## config.mk

```make
export PLATFORM = sky130hd
export DESIGN_NAME = cke_pd_ctrl
export DESIGN_NICKNAME = d
export VERILOG_FILES = /design/src/rtl/cke_pd_pkg.sv /design/src/rtl/pd_drain_counter.sv /design/src/rtl/pd_access_guard.sv /design/src/rtl/pd_window_timer.sv /design/src/rtl/pd_fsm.sv /design/src/rtl/cke_pd_ctrl.sv
export SDC_FILE = /design/constraint.sdc
export NUM_CORES = 1
export LEC_CHECK = 0
export ABC_CLOCK_PERIOD_IN_PS = 3300
export CAP_MARGIN = 20
export CORE_MARGIN = 10
export CORE_UTILIZATION = 57
export CTS_CLUSTER_DIAMETER = 60
export DETAILED_ROUTE_END_ITERATION = 10
export GPL_ROUTABILITY_DRIVEN = 0
export PLACE_DENSITY = 0.82
export SLEW_MARGIN = 15
export SYNTH_ARGS = -nofsm -noshare
export SYNTH_HDL_FRONTEND = slang
export SYNTH_SLANG_ARGS = --single-unit
```

## constraint.sdc

```tcl
create_clock -name clk -period 3.3 [get_ports clk]
set_clock_uncertainty 0.1 [all_clocks]
set_input_delay 0.495 -clock clk [delete_from_list [all_inputs] [get_ports clk]]
set_output_delay 0.495 -clock clk [all_outputs]
set_load 0.02 [all_outputs]
```

## src/rtl/cke_pd_pkg.sv

```systemverilog
package cke_pd_pkg;

    typedef enum logic [1:0] {
        ST_AWAKE    = 2'd0,
        ST_DOWN     = 2'd1,
        ST_EXIT_NOP = 2'd2
    } pd_state_t;

    localparam logic [1:0] MODE_AWAKE  = 2'b00;
    localparam logic [1:0] MODE_PRE_PD = 2'b01;
    localparam logic [1:0] MODE_ACT_PD = 2'b10;

endpackage

```

## src/rtl/pd_drain_counter.sv

```systemverilog
module pd_drain_counter #(
    parameter int DLY = 2
) (
    input  logic clk,
    input  logic rst_n,
    input  logic busy,
    input  logic done,
    output logic idle
);
    localparam int CW = (DLY < 1) ? 1 : $clog2(DLY + 1);

    logic [CW-1:0] cnt_q;

    always_ff @(posedge clk) begin
        if (!rst_n) begin
            cnt_q <= '0;
        end else if (done) begin
            cnt_q <= CW'(DLY);
        end else if (cnt_q != '0) begin
            cnt_q <= cnt_q - 1'b1;
        end
    end

    assign idle = (cnt_q == '0) && !busy && !done;
endmodule

```

## src/rtl/pd_access_guard.sv

```systemverilog
module pd_access_guard #(
    parameter int RD_POST = 2,
    parameter int T_WR    = 4
) (
    input  logic clk,
    input  logic rst_n,
    input  logic rd_busy,
    input  logic rd_done,
    input  logic wr_busy,
    input  logic wr_done,
    output logic quiet
);
    localparam int NCH = 2;

    logic [NCH-1:0] busy_v, done_v, idle_v;

    assign busy_v = {wr_busy, rd_busy};
    assign done_v = {wr_done, rd_done};

    for (genvar ch = 0; ch < NCH; ch++) begin : g_chan
        localparam int CH_DLY = (ch == 0) ? RD_POST : T_WR;
        pd_drain_counter #(.DLY(CH_DLY)) u_drain (
            .clk  (clk),
            .rst_n(rst_n),
            .busy (busy_v[ch]),
            .done (done_v[ch]),
            .idle (idle_v[ch])
        );
    end

    assign quiet = &idle_v;
endmodule

```

## src/rtl/pd_window_timer.sv

```systemverilog
module pd_window_timer #(
    parameter int MAX_PD = 7800
) (
    input  logic clk,
    input  logic rst_n,
    input  logic in_pd,
    output logic expire
);
    localparam int CW = (MAX_PD < 2) ? 1 : $clog2(MAX_PD);

    logic [CW-1:0] cnt_q;

    always_ff @(posedge clk) begin
        if (!rst_n || !in_pd) begin
            cnt_q <= '0;
        end else begin
            cnt_q <= cnt_q + 1'b1;
        end
    end

    assign expire = in_pd && (cnt_q == CW'(MAX_PD - 1));
endmodule

```

## src/rtl/pd_fsm.sv

```systemverilog
module pd_fsm
    import cke_pd_pkg::*;
(
    input  logic       clk,
    input  logic       rst_n,
    input  logic       pd_req,
    input  logic       quiet,
    input  logic       banks_idle,
    input  logic       expire,
    output logic       in_pd,
    output logic       cke,
    output logic [1:0] mode,
    output logic       force_nop,
    output logic       cmd_allowed,
    output logic       refresh_due
);
    pd_state_t  state_q, state_d;
    logic [1:0] mode_q, mode_d;
    logic       pend_q, pend_d;
    logic       hold_q, hold_d;
    logic       rdue_q, rdue_d;
    logic       req_eff;

    assign req_eff = (pd_req || pend_q) && !hold_q;

    // state register
    always_ff @(posedge clk) begin
        if (!rst_n) begin
            state_q <= ST_AWAKE;
            mode_q  <= MODE_PRE_PD;
            pend_q  <= 1'b0;
            hold_q  <= 1'b0;
            rdue_q  <= 1'b0;
        end else begin
            state_q <= state_d;
            mode_q  <= mode_d;
            pend_q  <= pend_d;
            hold_q  <= hold_d;
            rdue_q  <= rdue_d;
        end
    end

    // next state
    always_comb begin
        state_d = state_q;
        mode_d  = mode_q;
        pend_d  = pend_q;
        hold_d  = hold_q && pd_req;
        rdue_d  = 1'b0;
        unique case (state_q)
            ST_AWAKE: begin
                if (req_eff && quiet) begin
                    state_d = ST_DOWN;
                    mode_d  = banks_idle ? MODE_PRE_PD : MODE_ACT_PD;
                    pend_d  = 1'b0;
                end else if (pd_req && !hold_q) begin
                    pend_d  = 1'b1;
                end
            end
            ST_DOWN: begin
                hold_d = hold_q;
                if (expire) begin
                    state_d = ST_EXIT_NOP;
                    rdue_d  = 1'b1;
                    hold_d  = 1'b1;
                end else if (!pd_req) begin
                    state_d = ST_EXIT_NOP;
                end
            end
            ST_EXIT_NOP: begin
                state_d = ST_AWAKE;
            end
            default: begin
                state_d = ST_AWAKE;
            end
        endcase
    end

    // outputs
    always_comb begin
        in_pd       = 1'b0;
        cke         = 1'b1;
        mode        = MODE_AWAKE;
        force_nop   = 1'b0;
        cmd_allowed = 1'b0;
        refresh_due = 1'b0;
        unique case (state_q)
            ST_AWAKE: begin
                cmd_allowed = 1'b1;
            end
            ST_DOWN: begin
                in_pd = 1'b1;
                cke   = 1'b0;
                mode  = mode_q;
            end
            ST_EXIT_NOP: begin
                force_nop   = 1'b1;
                refresh_due = rdue_q;
            end
            default: begin
                cmd_allowed = 1'b0;
            end
        endcase
    end
endmodule

```

## src/rtl/cke_pd_ctrl.sv

```systemverilog
module cke_pd_ctrl #(
    parameter int RD_POST = 2,
    parameter int T_WR    = 4,
    parameter int MAX_PD  = 7800
) (
    input  logic       clk,
    input  logic       rst_n,
    input  logic       pd_req,
    input  logic       rd_busy,
    input  logic       rd_done,
    input  logic       wr_busy,
    input  logic       wr_done,
    input  logic       banks_idle,
    output logic       cke,
    output logic [1:0] mode,
    output logic       force_nop,
    output logic       cmd_allowed,
    output logic       refresh_due
);
    logic quiet;
    logic in_pd;
    logic expire;

    pd_access_guard #(.RD_POST(RD_POST), .T_WR(T_WR)) u_guard (
        .clk    (clk),
        .rst_n  (rst_n),
        .rd_busy(rd_busy),
        .rd_done(rd_done),
        .wr_busy(wr_busy),
        .wr_done(wr_done),
        .quiet  (quiet)
    );

    pd_window_timer #(.MAX_PD(MAX_PD)) u_timer (
        .clk   (clk),
        .rst_n (rst_n),
        .in_pd (in_pd),
        .expire(expire)
    );

    pd_fsm u_fsm (
        .clk        (clk),
        .rst_n      (rst_n),
        .pd_req     (pd_req),
        .quiet      (quiet),
        .banks_idle (banks_idle),
        .expire     (expire),
        .in_pd      (in_pd),
        .cke        (cke),
        .mode       (mode),
        .force_nop  (force_nop),
        .cmd_allowed(cmd_allowed),
        .refresh_due(refresh_due)
    );
endmodule

```

==> results.md, run 1 <==
- Status: complete, no violations
- Initial Util: 0.622
- Unique masters post-synth: 34
- RR Startpoint: u_guard.g_chan[1].u_drain.cnt_q[0]$_SDFFE_PP0P_
- CTS tree: done
- Detailed Route WL: 2140 µm
- Slew at the pin with the worst max-slew slack: 0.421 ns
- Worst Slack Setup Final: 0.878 ns
- Initial antenna violation count: 0
- N_diodes: 0
- Iter 0 DRT Violations: 23
- Post-synth top flop: dfxtp_1
- Lkg Pwr: ~0.44 nW
- Global-route wire length before repair: 3740 µm
- Final nets: 152
- Die width: 64.3 µm
- Area growth syn-to-layout: 15.8%
- Most common cell after layout, fill and taps aside: dfxtp_1
- Post-CTS Setup Bufs: 0
- Worst slew margin: 0.718
- GR Overflow Total: 0
- Number of flops mapped to enable cells by yosys: 0
- Syn Inst Count: 125
- CP bufs+invs: 1
- Setup TNS: 0 ns
- Cts repair resizes: 0
- Sequential area share after synthesis: 0.447
- Peak VDD IR: 0.228 mV
- FF+latch count, synth: 25
- CP max FO: 6
- Layout Cells excl Fill: approximately 160
- Critical Path, Cell by Cell: nor2b_1, and2_1, clkdlybuf4s50_1
- RSZ-0062 raised after global routing: no
- Longest Clk Path Bufs: 2
- Syn avg cell area: 8.96 µm²
- Commonest non-fill, non-tap cells in the layout: 25 x dfxtp_1, 13 x clkdlybuf4s50_1, 11 x a21oi_1
- DR WL/cell: 13.0 µm
- Post-Syn Area: between 1000 and 1500 µm²
- Post-DRT Antenna Nets: 0
- Chip height: 64.3 µm
- Share of cells above drive strength 1: 0.0360
- Cell depth of the worst min-delay path: 1
- FF-to-FF setup slack: 1.25 ns
- Final instance area: 1300 µm²
- Clock sink count: 25
- Detailed placement HPWL: ~1700 µm
- Slowest-stage cell, CP: clkdlybuf4s50_1
- Arr. time, crit path: 1.83 ns
- CP startpoint kind: flip-flop
- Die ar.: between 4000 and 5000 µm²
- DR pass1 iterations: 4
- Max Clk Rate: 413 MHz
- Pwr dens: 376 nW/µm²
- Core ar.: 1800 µm²
- Slowest stage delay, CP: between 0.6 and 0.7 ns
- Root Driver: clkbuf_4
- Fin. max-slew vios: 0
- Total Power: slightly below 0.5 mW
- Inst Count DP: 160
- Worst r2r path cells: 6
- Final Cycle Share: 0.734
- # port buffers: 13
- Pre-CTS WS: 1.14 ns
- Fin. Hold Viols: 0
- Vias: approximately 910
- Final core occ: 0.719
- Gr usage total: 0.107
- Num ports: 14
- Crit path time final: 2.42 ns
- Residual DRC: 0
- Vias/cell: 5.54
- Placement Cell Area: roughly 1300 µm²
- Largest net degree at the start of global routing: 15
- WP data required: 2.70 ns
- CTS clk-pin slew, worst paths: 0.12 ns
- Vias in the first global route: 894
- Worst Setup End Kind: primary output
- Synthesis Warnings: 0
- Total CTS buffers: 3
- Final setup viols: 0
- Final hold slack: roughly 0.36 ns
- Crit path kind: reg2out
- Row Count: 15
- Worst hold start: u_guard.g_chan[0].u_drain.cnt_q[0]$_SDFFE_PP0P_
- Clock latency on the worst-skew pair: 0.31 ns
- CP delay by family, top: buffers and inverters
- # Max-Cap Violations: 0
- Syn Nets: 137
- Async S/R FF share, synth: 0
- H-Tree Level Count: 1
- Hold/Removal Path Class: reg2reg
- CTS Hold Bufs: 0
- Reg2reg end: u_fsm.mode_q[1]$_SDFFE_PN0P_
- Worst Hold Endpoint: u_guard.g_chan[0].u_drain.cnt_q[0]$_SDFFE_PP0P_
[cell usage after synthesis (2+ instances only)]
cell	instances	area share
clkbuf_1	2	0.0067
o21ai_0	3	0.013
inv_1	8	0.027
o21a_1	3	0.020
xnor2_1	2	0.016
xor2_1	2	0.016
ha_1	4	0.045
mux2i_1	2	0.018
nand3_1	4	0.018
and2_1	5	0.028
nand2_1	5	0.017
or3_1	2	0.011
a21oi_1	11	0.049
nand2b_1	2	0.011
nor2_1	10	0.034
o31ai_1	4	0.027
dfxtp_1	25	0.45
nor3_1	4	0.018
nor2b_1	5	0.028
nand4_1	3	0.017
or4_1	6	0.040
[cells by family (layout without fill, tap and decap cells)]
group,Yosys count,after routing,synth area share
AO/OA/AOI/OAI,24,24,0.135
XOR/XNOR,4,4,0.0313
adder cells (fa/ha/maj),4,4,0.0447
buffers and inverters,11,25,0.0380
flip-flops,25,25,0.447
multiplexers,3,3,0.0279
AND/OR/NAND/NOR,54,54,0.276
[power by group]
group	switching [mW]	total [mW]	internal (mW)
logic	0.0220	0.0449	0.0229
registers	0.00368	0.312	0.308
clock network	0.0857	0.131	0.0452
total	0.111	0.488	0.376
[worst max-delay path by stage]
stage                                                    startpoint                      endpoint  slack [ns]  depth (start not counted)
finish                                u_fsm.state_q[0]$_SDFFE_PN0P_                       mode[1]        0.88                          3
global route                          u_fsm.state_q[0]$_SDFFE_PN0P_                       mode[1]        0.78                          3
CTS                                   u_fsm.state_q[0]$_SDFFE_PN0P_                       mode[1]        0.87                          3
detailed placement                                          wr_done  u_fsm.mode_q[1]$_SDFFE_PN0P_        1.14                          4
global placement                                            wr_done  u_fsm.mode_q[1]$_SDFFE_PN0P_        1.20                          4
floorplan           u_guard.g_chan[1].u_drain.cnt_q[0]$_SDFFE_PP0P_  u_fsm.mode_q[1]$_SDFFE_PN0P_        1.50                          6
[cell type report]
| class | count | area, µm² |
|---|---|---|
| inverters | 8 | 30.0 |
| multi-input cells | 89 | 577 |
| flip-flops and latches | 25 | 500 |
| fillers | 150 | 505 |
| well taps | 25 | 31.3 |
| clock inverters | 1 | 5.00 |
| repair buffers | 13 | 130 |
| clock buffers | 3 | 22.5 |
[registers in the layout, summed over array words and instances (netlist names)]
register and cells:
u_timer.cnt_q 13, u_guard.g_chan.u_drain.cnt_q 5, u_fsm.mode_q 2, u_fsm.state_q 2, u_fsm.hold_q 1, u_fsm.pend_q 1, u_fsm.rdue_q 1
[layer usage]
| metal | wire length, µm | vias up | track usage | part of all wire |
|---|---|---|---|---|
| li1 | - | 475 | - | - |
| met4 | 6 | 0 | 0.0294 | 0.0028 |
| met1 | 1010 | 419 | 0.122 | 0.47 |
| met2 | 1040 | 12 | 0.192 | 0.49 |
| met3 | 75 | 2 | 0.0261 | 0.035 |
| met5 | 0 | - | 0 | 0 |
No activity file was read; power rests on OpenSTA's default activity.
==> run 2: changes to the inputs <==
--- a/config.mk
+++ b/config.mk
@@ -5,14 +5,14 @@
 export SDC_FILE = /design/constraint.sdc
 export NUM_CORES = 1
 export LEC_CHECK = 0
-export ABC_CLOCK_PERIOD_IN_PS = 3300
+export ABC_CLOCK_PERIOD_IN_PS = 2300
 export CAP_MARGIN = 20
 export CORE_MARGIN = 10
-export CORE_UTILIZATION = 57
+export CORE_UTILIZATION = 53
 export CTS_CLUSTER_DIAMETER = 60
 export DETAILED_ROUTE_END_ITERATION = 10
 export GPL_ROUTABILITY_DRIVEN = 0
-export PLACE_DENSITY = 0.82
+export PLACE_DENSITY = 0.77
 export SLEW_MARGIN = 15
 export SYNTH_ARGS = -nofsm -noshare
 export SYNTH_HDL_FRONTEND = slang
==> constraint.sdc (replaced) <==
create_clock -name clk -period 2.3 [get_ports clk]
set_clock_uncertainty 0.1 [all_clocks]
set_input_delay 0.345 -clock clk [delete_from_list [all_inputs] [get_ports clk]]
set_output_delay 0.345 -clock clk [all_outputs]
set_load 0.02 [all_outputs]
==> run 2 against run 1 <==
Effect of this change: critical path depth is the same; first-iteration DRC count rose by 130%; sequential share of layout area shrank 0.48 points; sequential power is 44% higher; worst hold slack worse by 0.0021 ns; non-clock buffer count grew 1; global-route usage grew 0.097 points; critical path type unchanged; largest power group unchanged.
==> results.md, run 2 (same netlist as run 1, synthesis figures left out) <==
- Pwr dens: about 530 nW/µm²
- Fin. max-slew vios: 0
- Inst Count DP: 163
- Most common cell after layout, fill and taps aside: dfxtp_1
- Vias in the first global route: approximately 880
- Post-CTS Setup Bufs: 0
- Pre-CTS WS: 0.226 ns
- Max Clk Rate: 459 MHz
- Initial antenna violation count: 0
- Clock sink count: 25
- Die width: 66.0 µm
- Layout Cells excl Fill: 167
- DR WL/cell: 13.7 µm
- Slowest stage delay, CP: 0.61 ns
- GR Overflow Total: 0
- Arr. time, crit path: 1.73 ns
- Sw power: about 0.16 mW
- RR Startpoint: u_guard.g_chan[1].u_drain.cnt_q[0]$_SDFFE_PP0P_
- H-Tree Level Count: 1
- CTS clk-pin slew, worst paths: approximately 0.12 ns
- CP startpoint kind: flip-flop
- Core ar.: ~2000 µm²
- Root Driver: clkbuf_4
- Reg2reg end: u_fsm.mode_q[1]$_SDFFE_PN0P_
- Clock latency on the worst-skew pair: 0.31 ns
- Final setup viols: 0
- Total CTS buffers: 3
- Worst Setup End Kind: primary output
- Gr usage total: 0.108
- Final hold slack: 0.362 ns
- Share of cells above drive strength 1: 0.0429
- Max reg flops: 13
- Worst hold start: u_guard.g_chan[0].u_drain.cnt_q[0]$_SDFFE_PP0P_
- Slowest-stage cell, CP: clkdlybuf4s50_1
- # Max-Cap Violations: 0
- Area growth syn-to-layout: 17.2%
- Largest net degree at the start of global routing: 14
- WP data required: 1.86 ns
- Register area: 500 µm²
- Num ports: 14
- Detailed Route WL: between 2000 and 2500 µm
- Final nets: 153
- Slew at the pin with the worst max-slew slack: 0.435 ns
- Cell depth of the worst min-delay path: 1
- Iter 0 DRT Violations: 52
- Worst slew margin: 0.709
- Clock power share: 0.269
- Residual DRC: 0
- Fin. Hold Viols: 0
- Crit path time final: roughly 2.2 ns
- CTS Hold Bufs: 0
- Crit path kind: reg2out
- Pint: 0.543 mW
- Vias: approximately 950
- # port buffers: 13
- Worst r2r path cells: 6
- Chip height: 66.0 µm
- FF-to-FF setup slack: 0.26 ns
- N_diodes: 0
- Status: complete, no violations
- Area occupied by multi-input gates: 584 µm²
- Seq pwr share: 0.640
- Vias/cell: 5.70
- Longest Clk Path Bufs: 2
- Top reg by flops: u_timer.cnt_q
- DR pass1 iterations: 4
- CP max FO: 6
- Setup TNS: 0 ns
- Sw Ratio: 0.224
- Lkg Pwr: 0.443 nW
- Worst Slack Setup Final: 0.123 ns
- Top Registers: u_timer.cnt_q: 13 flops, u_guard.g_chan.u_drain.cnt_q: 5 flops
- Fillers: 172
- Initial Util: 0.565
- Commonest non-fill, non-tap cells in the layout: 25 x dfxtp_1, 13 x clkdlybuf4s50_1, 11 x a21oi_1
- Detailed placement HPWL: 1760 µm
- Cts repair resizes: 1
- CTS tree: done
- Peak VDD IR: roughly 0.40 mV
- Row Count: 16
- Die ar.: 4350 µm²
- Critical Path, Cell by Cell: nor2b_4, and2_1, clkdlybuf4s50_1
- Hold/Removal Path Class: reg2reg
- RSZ-0062 raised after global routing: no
- Comb pwr share: 0.091
- Post-DRT Antenna Nets: 0
- Worst Hold Endpoint: u_guard.g_chan[0].u_drain.cnt_q[0]$_SDFFE_PP0P_
- Global-route wire length before repair: 3710 µm
- Final Cycle Share: 0.947
run 2: how the worst max path moves through the flow:
stage | from | end | slack, ns | cells past startpoint
2_1_floorplan | u_guard.g_chan[1].u_drain.cnt_q[0]$_SDFFE_PP0P_ | u_fsm.mode_q[1]$_SDFFE_PN0P_ | 0.50 | 6
3_3_place_gp | wr_done | u_fsm.mode_q[1]$_SDFFE_PN0P_ | 0.32 | 4
3_5_place_dp | wr_done | u_fsm.mode_q[1]$_SDFFE_PN0P_ | 0.23 | 4
4_1_cts | u_fsm.state_q[0]$_SDFFE_PN0P_ | mode[1] | 0.07 | 3
5_1_grt | u_fsm.state_q[0]$_SDFFE_PN0P_ | mode[1] | 0.02 | 3
6_report | u_fsm.state_q[0]$_SDFFE_PN0P_ | mode[1] | 0.12 | 3
run 2: final cells by class:
cell class,count,share of cell area
multi-input cells,89,0.445
flip-flops and latches,25,0.381
repair buffers,14,0.105
well taps,27,0.0257
inverters,8,0.0229
clock buffers,4,0.0200
run 2: metal layers:
layer / vias up / routed length, µm / GRT usage
li1: 474 / - / -
met1: 462 / 975 / 0.118
met2: 12 / 1200 / 0.181
met3: 4 / 63 / 0.0237
met4: 0 / 51 / 0.0759
met5: - / 0 / 0
run 2: stage by stage:
step / power, mW / cell area, µm² / utilization
floorplan: 0.497 / 1120 / -
global placement: 0.517 / 1280 / 0.645
detailed placement: 0.521 / 1280 / 0.645
CTS: 0.706 / 1310 / 0.660
global route: 0.730 / 1310 / 0.662
finish: 0.700 / 1310 / 0.662
run 2: power groups by stage:
stage / sequential [mW] / clock, mW / combinational, mW
final: 0.448 / 0.188 / 0.0637
after global routing: 0.449 / 0.209 / 0.0717
after CTS: 0.448 / 0.194 / 0.0639
after detailed placement: 0.458 / 0 / 0.0634
after global placement: 0.457 / 0 / 0.0603
after floorplan: 0.456 / 0 / 0.0406
run 2: worst max-delay path: cells and delay by family, from the launching register on:
family,cells,cell delay [ns]
AND/OR/NAND/NOR,2,0.36
buffers and inverters,1,0.61
flip-flops,1,0.45
